**src/rtl/rf_pkg.sv**
```systemverilog
package rf_pkg;
  localparam int RF_ENTRIES_DEF  = 8;
  localparam int RF_WIDTH_DEF    = 32;
  localparam int RF_RD_PORTS_DEF = 2;
endpackage

```
**src/rtl/rf_storage.sv**
```systemverilog
module rf_storage #(
  parameter int ENTRIES = 8,
  parameter int WIDTH   = 32
) (
  input  logic                            clk,
  input  logic                            rst,
  input  logic [ENTRIES-1:0]              wr_sel,
  input  logic [WIDTH-1:0]                wr_data,
  output logic [ENTRIES-1:0][WIDTH-1:0]   q
);
  logic [WIDTH-1:0] mem [ENTRIES];

  for (genvar i = 0; i < ENTRIES; i++) begin : g_entry
    always_ff @(posedge clk) begin
      if (wr_sel[i]) mem[i] <= wr_data;
    end
    assign q[i] = mem[i];

    // a selected entry holds the write data after the edge
    p_commit_r1: assert property (@(posedge clk) disable iff (rst)
      wr_sel[i] |=> (q[i] == $past(wr_data)));
    // an unselected entry keeps its value
    p_hold_r2: assert property (@(posedge clk) disable iff (rst)
      !wr_sel[i] |=> $stable(q[i]));
  end
endmodule

```
**src/rtl/rf_bypass.sv**
```systemverilog
module rf_bypass #(
  parameter int ENTRIES = 8,
  parameter int WIDTH   = 32
) (
  input  logic [ENTRIES-1:0]              wr_sel,
  input  logic [WIDTH-1:0]                wr_data,
  input  logic [ENTRIES-1:0][WIDTH-1:0]   q,
  output logic [ENTRIES-1:0][WIDTH-1:0]   view
);
  for (genvar i = 0; i < ENTRIES; i++) begin : g_view
    assign view[i] = wr_sel[i] ? wr_data : q[i];
  end
endmodule

```
**src/rtl/rf_rdport.sv**
```systemverilog
module rf_rdport #(
  parameter int ENTRIES = 8,
  parameter int WIDTH   = 32
) (
  input  logic                            clk,
  input  logic                            rst,
  input  logic [ENTRIES-1:0]              sel,
  input  logic [ENTRIES-1:0][WIDTH-1:0]   view,
  output logic [WIDTH-1:0]                data
);
  always_comb begin
    data = '0;
    for (int i = 0; i < ENTRIES; i++) begin
      if (sel[i]) data = data | view[i];
    end
  end

  // idle port drives zero
  p_idle_zero_r4: assert property (@(posedge clk) disable iff (rst)
    (sel == '0) |-> (data == '0));
endmodule

```
**src/rtl/onehot_regfile.sv**
```systemverilog
module onehot_regfile
  import rf_pkg::*;
#(
  parameter int ENTRIES  = RF_ENTRIES_DEF,
  parameter int WIDTH    = RF_WIDTH_DEF,
  parameter int RD_PORTS = RF_RD_PORTS_DEF
) (
  input  logic                          clk,
  input  logic                          rst,
  input  logic [ENTRIES-1:0]            wr_sel,
  input  logic [WIDTH-1:0]              wr_data,
  input  logic [RD_PORTS*ENTRIES-1:0]   rd_sel,
  output logic [RD_PORTS*WIDTH-1:0]     rd_data
);
  logic [ENTRIES-1:0][WIDTH-1:0] q;
  logic [ENTRIES-1:0][WIDTH-1:0] view;

  rf_storage #(.ENTRIES(ENTRIES), .WIDTH(WIDTH)) u_storage (
    .clk(clk), .rst(rst), .wr_sel(wr_sel), .wr_data(wr_data), .q(q)
  );

  rf_bypass #(.ENTRIES(ENTRIES), .WIDTH(WIDTH)) u_bypass (
    .wr_sel(wr_sel), .wr_data(wr_data), .q(q), .view(view)
  );

  for (genvar k = 0; k < RD_PORTS; k++) begin : g_port
    logic [ENTRIES-1:0] psel;
    logic [WIDTH-1:0]   pdata;
    assign psel = rd_sel[k*ENTRIES +: ENTRIES];

    rf_rdport #(.ENTRIES(ENTRIES), .WIDTH(WIDTH)) u_rdport (
      .clk(clk), .rst(rst), .sel(psel), .view(view), .data(pdata)
    );
    assign rd_data[k*WIDTH +: WIDTH] = pdata;

    // a one-hot read of the entry being written returns the write data
    p_forward_r3: assert property (@(posedge clk) disable iff (rst)
      ($onehot(psel) && ((psel & wr_sel) != '0)) |-> (pdata == wr_data));
  end
endmodule

```
**config.mk**
```make
export PLATFORM = sky130hd
export DESIGN_NAME = onehot_regfile
export DESIGN_NICKNAME = d
export VERILOG_FILES = /design/src/rtl/rf_pkg.sv /design/src/rtl/rf_storage.sv /design/src/rtl/rf_bypass.sv /design/src/rtl/rf_rdport.sv /design/src/rtl/onehot_regfile.sv
export SDC_FILE = /design/constraint.sdc
export NUM_CORES = 1
export LEC_CHECK = 0
export ABC_AREA = 1
export BUFFER_PORTS_ARGS = -buffer_cell sky130_fd_sc_hd__buf_2
export CORE_MARGIN = 4
export CORE_UTILIZATION = 45
export DETAILED_ROUTE_END_ITERATION = 16
export PLACE_DENSITY_LB_ADDON = 0.05
export SETUP_SLACK_MARGIN = 0.1
export SYNTH_ARGS = -nofsm -noshare
export SYNTH_HDL_FRONTEND = slang
export SYNTH_SLANG_ARGS = --single-unit
```
**constraint.sdc**
```tcl
create_clock -name clk -period 1.82 [get_ports clk]
set_clock_uncertainty 0.1 [all_clocks]
set_input_delay 0.273 -clock clk [delete_from_list [all_inputs] [get_ports clk]]
set_output_delay 0.273 -clock clk [all_outputs]
set_load 0.005 [all_outputs]
```
==> out/qor.csv, run 1 <==
metric;value;unit
via count;15300;
Final Hold Viols;0;
Global Route Usage Sum;26.8;%
# port buffers;120;
final setup vio count;19;
Initial Util;46.1;%
final worst path period need;1.86;ns
top cell type's share of synthesized area;33.8;%
TritonCTS clock tree;built;
Antenna Violating Nets Remaining;0;
Max transition margin;61.5;%
cts bufs inserted;30;
power per cell area;818;mW/mm2
Cell Chain, Critical Path;inv_1 -> nand2_2 -> nand3_2 -> nand2_2 -> nor2_4 -> nand2_2 -> buf_2;
total core area;0.0329;mm2
synthesized area;0.0152;mm2
Setup Fix Bufs, Post-CTS;0;
VDD IR max;746;uV
Placed Cells;2921;
die height;192;um
Inserted Diodes;0;
sequential share of the synthesized area;33.8;%
static leakage;0.0100;uW
Crit Reg-Reg Startpoint;u_storage.mem[1][81];
Max-cap violations;0;
slowest stage delay, CP;0.30;ns
Final WS setup;-0.0408;ns
vias in the first global route;14200;
max reg flops;256;
via/cell ratio;5.15;
layout cell share with drive strength beyond 1;35.1;%
HP Class;in2reg;
Yosys warnings;0;
hpwl dp;33100;um
gp weighted congestion;0.834;
clk_lat worst skew;0.55;ns
count of boundary I/O pins;122;
CP most frequent cell;nand2_2;
crit end category;primary output;
leading area contributor after synthesis;dfxtp_1;
Initial DRC Count;968;
failing checks;setup timing;
synthesis-stage register bit count;256;
slew at the pin with the worst max-slew slack;0.578;ns
cts hold-fix bufs;0;
Sink Count;256;
area growth from synthesis to layout;28.5;%
status;complete, but fails checks;
Max H-tree Level;1;
Slowest cell on crit path;dfxtp_1;
Clock Pin Slew Worst Setup and Hold Paths;0.06;ns
syn_nets;2442;
CP Launch Type;flop;
Setup CP Type;reg2out;
Regs by FF count;u_storage.mem x256;
Area contributors post-synth;dfxtp_1 34%, nand2_1 18%, nand3_1 17%;
Synth Area per Inst;6.36;um2
initial antenna violation count;0;
final worst-path cycle share;102;%
grt ovf;0;
FMAX;537;MHz
first-pass GRT wire length;77400;um
Critical Path RT;1.45;ns
largest register by flop count;u_storage.mem;
fin nets;2569;
cell count after synthesis;2384;
die footprint;0.0367;mm2
Largest delay share family, worst path;simple AND/OR/NAND/NOR gates;
routed len/inst;17.2;um
Final Max Tran Viols;0;
DRC violations left;0;
largest net degree at the start of global routing;33;
RSZ-0062 raised after global routing;yes;
Max clock buf depth;3;
overall power;15900;uW
CP startpoint;u_storage.mem[1][80];
post-route insts no fill;2971;
CP arrival;1.49;ns
drt pass-1 iters;5;
Bufs and invs on worst path;2;
root buffer cell;clkbuf_16;
CP max FO;3;
min-delay src;wr_data[7];
Die Wd;192;um
commonest non-fill, non-tap cell in the layout;nand2_1;
final wirelength;51200;um
Yosys cell types;19;
most frequent cells in the layout;529 x nand2_1, 322 x nand3_1, 287 x nand2_2;
num rows;66;
-- final timing paths --
kind | to | slack [ns] | depth (start not counted)
max | rd_data[16] | -0.04 | 7
min | u_storage.mem[1][7] | 0.09 | 4
max reg2reg | u_storage.mem[1][81] | 1.02 | 3
min reg2reg | u_storage.mem[0][41] | 0.44 | 3
-- metrics by stage --
stage	worst slack (ns)	TNS (ns)	util (%)	hold slack [ns]	area [um2]
after floorplan	0.525	0	-	0.415	15200
after global placement	-0.0889	-0.494	50.7	0.426	16700
after detailed placement	-0.104	-0.580	50.7	0.429	16700
after CTS	-0.0711	-1.16	55.0	0.0562	18100
after global routing	-0.133	-4.29	59.3	0.103	19500
final	-0.0408	-0.374	59.3	0.0891	19500
-- worst register-to-register path: stages, from the launching register on --
cell and delay, ns:
dfxtp_2 0.31, inv_1 0.06, nand2_2 0.08, and2_1 0.15
-- synthesized netlist by cell type --
| library cell | number |
|---|---|
| buf_2 | 10 |
| inv_1 | 288 |
| buf_12 | 1 |
| dfxtp_1 | 256 |
| inv_2 | 1 |
| clkbuf_1 | 34 |
| nand3_1 | 512 |
| nand2_2 | 110 |
| buf_4 | 17 |
| nand2_4 | 10 |
| nor2_1 | 128 |
| and2_1 | 256 |
| buf_6 | 31 |
| inv_8 | 1 |
| buf_1 | 6 |
| inv_4 | 3 |
| inv_6 | 3 |
| buf_8 | 5 |
| nand2_1 | 712 |
-- timing repair --
item	in CTS	in global routing
setup endpoints to repair	64	64
gates resized for setup	155	422
endpoints found under the hold margin	0	0
pin swaps	122	206
-- metal layers --
layer | up-vias | part of all wire [%] | track usage, %
met2 | 483 | 46 | 43.7
li1 | 7624 | - | -
met4 | 0 | 2.6 | 8.23
met5 | - | 0 | 0
met3 | 112 | 6.8 | 3.23
met1 | 7075 | 45 | 37.2
-- cell type report --
type | instances | area, um2
clock buffers | 48 | 890
inverters | 296 | 1140
multi-input cells | 1728 | 9950
clock inverters | 2 | 10.0
fillers | 3192 | 13400
repair buffers | 199 | 1770
flip-flops and latches | 256 | 5160
well taps | 442 | 553
-- cells by family (layout without fill, tap and decap cells) --
family | Yosys count | after routing | share of synthesized area [%]
buffers and inverters | 400 | 545 | 12.6
flip-flops | 256 | 256 | 33.8
AND/OR/NAND/NOR | 1728 | 1728 | 53.6
-- report_power, final --
part	switching, uW	total [uW]	internal [uW]
clock	2420	5710	3290
sequential	140	6290	6150
combinational	2440	3940	1500
total	5000	15900	10900
No activity file was read; power rests on OpenSTA's default activity.
==> run 2: changes to the inputs <==
PLACE_DENSITY = 0.6   (was default)
PLACE_DENSITY_LB_ADDON = default   (was 0.05)
clock period = 1.8 ns   (was 1.82 ns; I/O delays follow)
==> run 2 against run 1 <==
Effect of this change: the flow still finishes with violations (setup timing); wire length increased by 1.2%; clock-buffer cell count unchanged; sequential power increased by 1%; largest power group is now the clock network; combinational power increased by 4%; worst setup slack got worse by 0.025 ns; clock power increased by 12%; first-iteration DRC count increased by 11%; core utilization increased by 1.6 points; via count increased by 2.8%; highest routed layer unchanged; die area unchanged; worst hold slack got worse by 0.018 ns; critical path depth increased by 1.
==> out/qor.csv, run 2 (synthesized netlist as in run 1, its figures left out) <==
metric;value;unit;change
wire length on met2;22900;um;-2.5%
WL met1;23000;um;+0.32%
hpwl dp;31900;um;-3.7%
failing checks;setup timing;;
CP Launch Type;input pin;;
count of boundary I/O pins;122;;unchanged
CP max FO;11;;+8
fin nets;2562;;-0.27%
Antenna Violating Nets Remaining;0;;unchanged
Critical Path RT;1.43;ns;-0.02 ns
DP Worst Slack;-0.0147;ns;+0.0888 ns
HP Class;in2reg;;
routed wl met3;4230;um;+21%
area growth from synthesis to layout;31.9;%;
worst hold slack;0.0710;ns;-0.0180 ns
largest register by flop count;u_storage.mem;;
Die Wd;192;um;unchanged
cts bufs inserted;30;;unchanged
Cell Area, Placed;0.0165;mm2;-0.66%
RSZ-0062 raised after global routing;yes;;
# port buffers;120;;unchanged
status;complete, but fails checks;;
Final Hold Viols;0;;unchanged
first-pass GRT wire length;77600;um;+0.23%
Cell Chain, Critical Path;buf_2 -> buf_4 -> nand2_1 -> nand3_2 -> nand2_2 -> nor2_2 -> nand2_2 -> buf_2;;
gp weighted congestion;0.826;;-0.97%
CP arrival;1.50;ns;about the same
design area;0.0200;mm2;+2.6%
FMAX;536;MHz;
commonest non-fill, non-tap cell in the layout;nand2_1;;
slew at the pin with the worst max-slew slack;0.453;ns;-0.125 ns
VDD IR max;769;uV;+3.2%
routed len/inst;17.5;um;+1.3%
Clock Pin Slew Worst Setup and Hold Paths;0.06;ns;about the same
final worst path period need;1.87;ns;
Max H-tree Level;1;;unchanged
Highest Signal Layer;met4;;
vias in the first global route;14600;;+3.1%
Placed Cells;2913;;-0.27%
Max clock buf depth;3;;unchanged
Setup CP Type;in2out;;
crit end category;primary output;;
grt ovf;0;;unchanged
Largest delay share family, worst path;buffers and inverters;;
Bufs and invs on worst path;3;;+1
final setup TNS;-0.863;ns;-0.489 ns
layout cell share with drive strength beyond 1;41.2;%;+6.1 points
Final WS setup;-0.0657;ns;-0.0249 ns
initial antenna violation count;0;;unchanged
root buffer cell;clkbuf_16;;
largest net degree at the start of global routing;33;;unchanged
most frequent cells in the layout;495 x nand2_1, 314 x nand2_2, 259 x nand3_2;;
static leakage;0.0102;uW;+1.9%
drt pass-1 iters;7;;+2
num rows;66;;unchanged
die height;192;um;unchanged
Max-cap violations;0;;unchanged
via/cell ratio;5.29;;+2.8%
Initial Util;46.1;%;unchanged
Global Route Usage Sum;26.6;%;-0.15 points
final wirelength;51900;um;+1.2%
die footprint;0.0367;mm2;unchanged
post-route insts no fill;2970;;-0.034%
Slowest cell on crit path;buf_4;;
max reg flops;256;;unchanged
power per cell area;845;mW/mm2;+3.2%
final setup vio count;43;;+24
clk_lat worst skew;0.55;ns;about the same
TritonCTS clock tree;built;;
DRC violations left;0;;unchanged
Inserted Diodes;0;;unchanged
total core area;0.0329;mm2;unchanged
via count;15700;;+2.8%
Initial DRC Count;1079;;+11%
Regs by FF count;u_storage.mem x256;;
final worst-path cycle share;104;%;
Sink Count;256;;unchanged
Final Max Tran Viols;0;;unchanged
slowest stage delay, CP;0.30;ns;about the same
Max transition margin;69.8;%;+8.3 points
==> run 2: cell types whose count changed in the layout (fill, tap and decap cells not counted), sizes merged <==
cell    delta
buf        -7
bufinv     +2
clkinv     +4
==> run 2: timing repair <==
item / CTS / global route
pin swaps: 165 / 264
resized for setup: 177 / 555
buffers inserted: 0 / 1
setup endpoints to repair: 64 / 64
hold buffers: 0 / 0
hold endpoints to repair: 0 / 0
==> run 2: cell type report <==
| type | count | area [um2] |
|---|---|---|
| Tap cell | 442 | 553 |
| Inverter | 296 | 1140 |
| Sequential cell | 256 | 5190 |
| Fill cell | 3039 | 12900 |
| Timing Repair Buffer | 192 | 1670 |
| Clock buffer | 48 | 960 |
| Clock inverter | 8 | 90.1 |
| Multi-Input combinational cell | 1728 | 10400 |
==> run 2: where the power goes <==
part / leakage (uW) / internal (uW) / total [uW] / switching [uW]
Sequential: 0.00215 / 6220 / 6380 / 153
Combinational: 0.00752 / 1540 / 4090 / 2550
Clock: 0.000526 / 3900 / 6420 / 2520
Total: 0.0102 / 11700 / 16900 / 5220
==> run 2: path summary, 6_finish.rpt <==
path | startpoint | endpoint | slack, ns | cells past startpoint
max | wr_sel[2] | rd_data[24] | -0.07 | 8
min | wr_data[29] | u_storage.mem[0][29] | 0.07 | 4
max reg2reg | u_storage.mem[1][11] | u_storage.mem[1][11] | 0.93 | 4
min reg2reg | u_storage.mem[0][94] | u_storage.mem[0][94] | 0.44 | 3
==> run 2: tightest hold or removal path: cells and delay by family <==
| kind | cells | cell delay [ns] |
|---|---|---|
| buffers and inverters | 2 | 0.20 |
| and+or+nand+nor | 2 | 0.25 |
==> run 2: metal layers <==
metal | up-vias | global-route usage (%)
met5 | - | 0
met4 | 0 | 8.48
met3 | 151 | 3.12
met2 | 636 | 42.4
met1 | 7320 | 37.8
li1 | 7609 | -
==> run 2: stage by stage <==
stage | util, % | power [uW]
2_1_floorplan | - | 8750
3_3_place_gp | 50.3 | 9640
3_5_place_dp | 50.3 | 9710
4_1_cts | 55.4 | 16300
5_1_grt | 60.8 | 17700
6_report | 60.8 | 16900
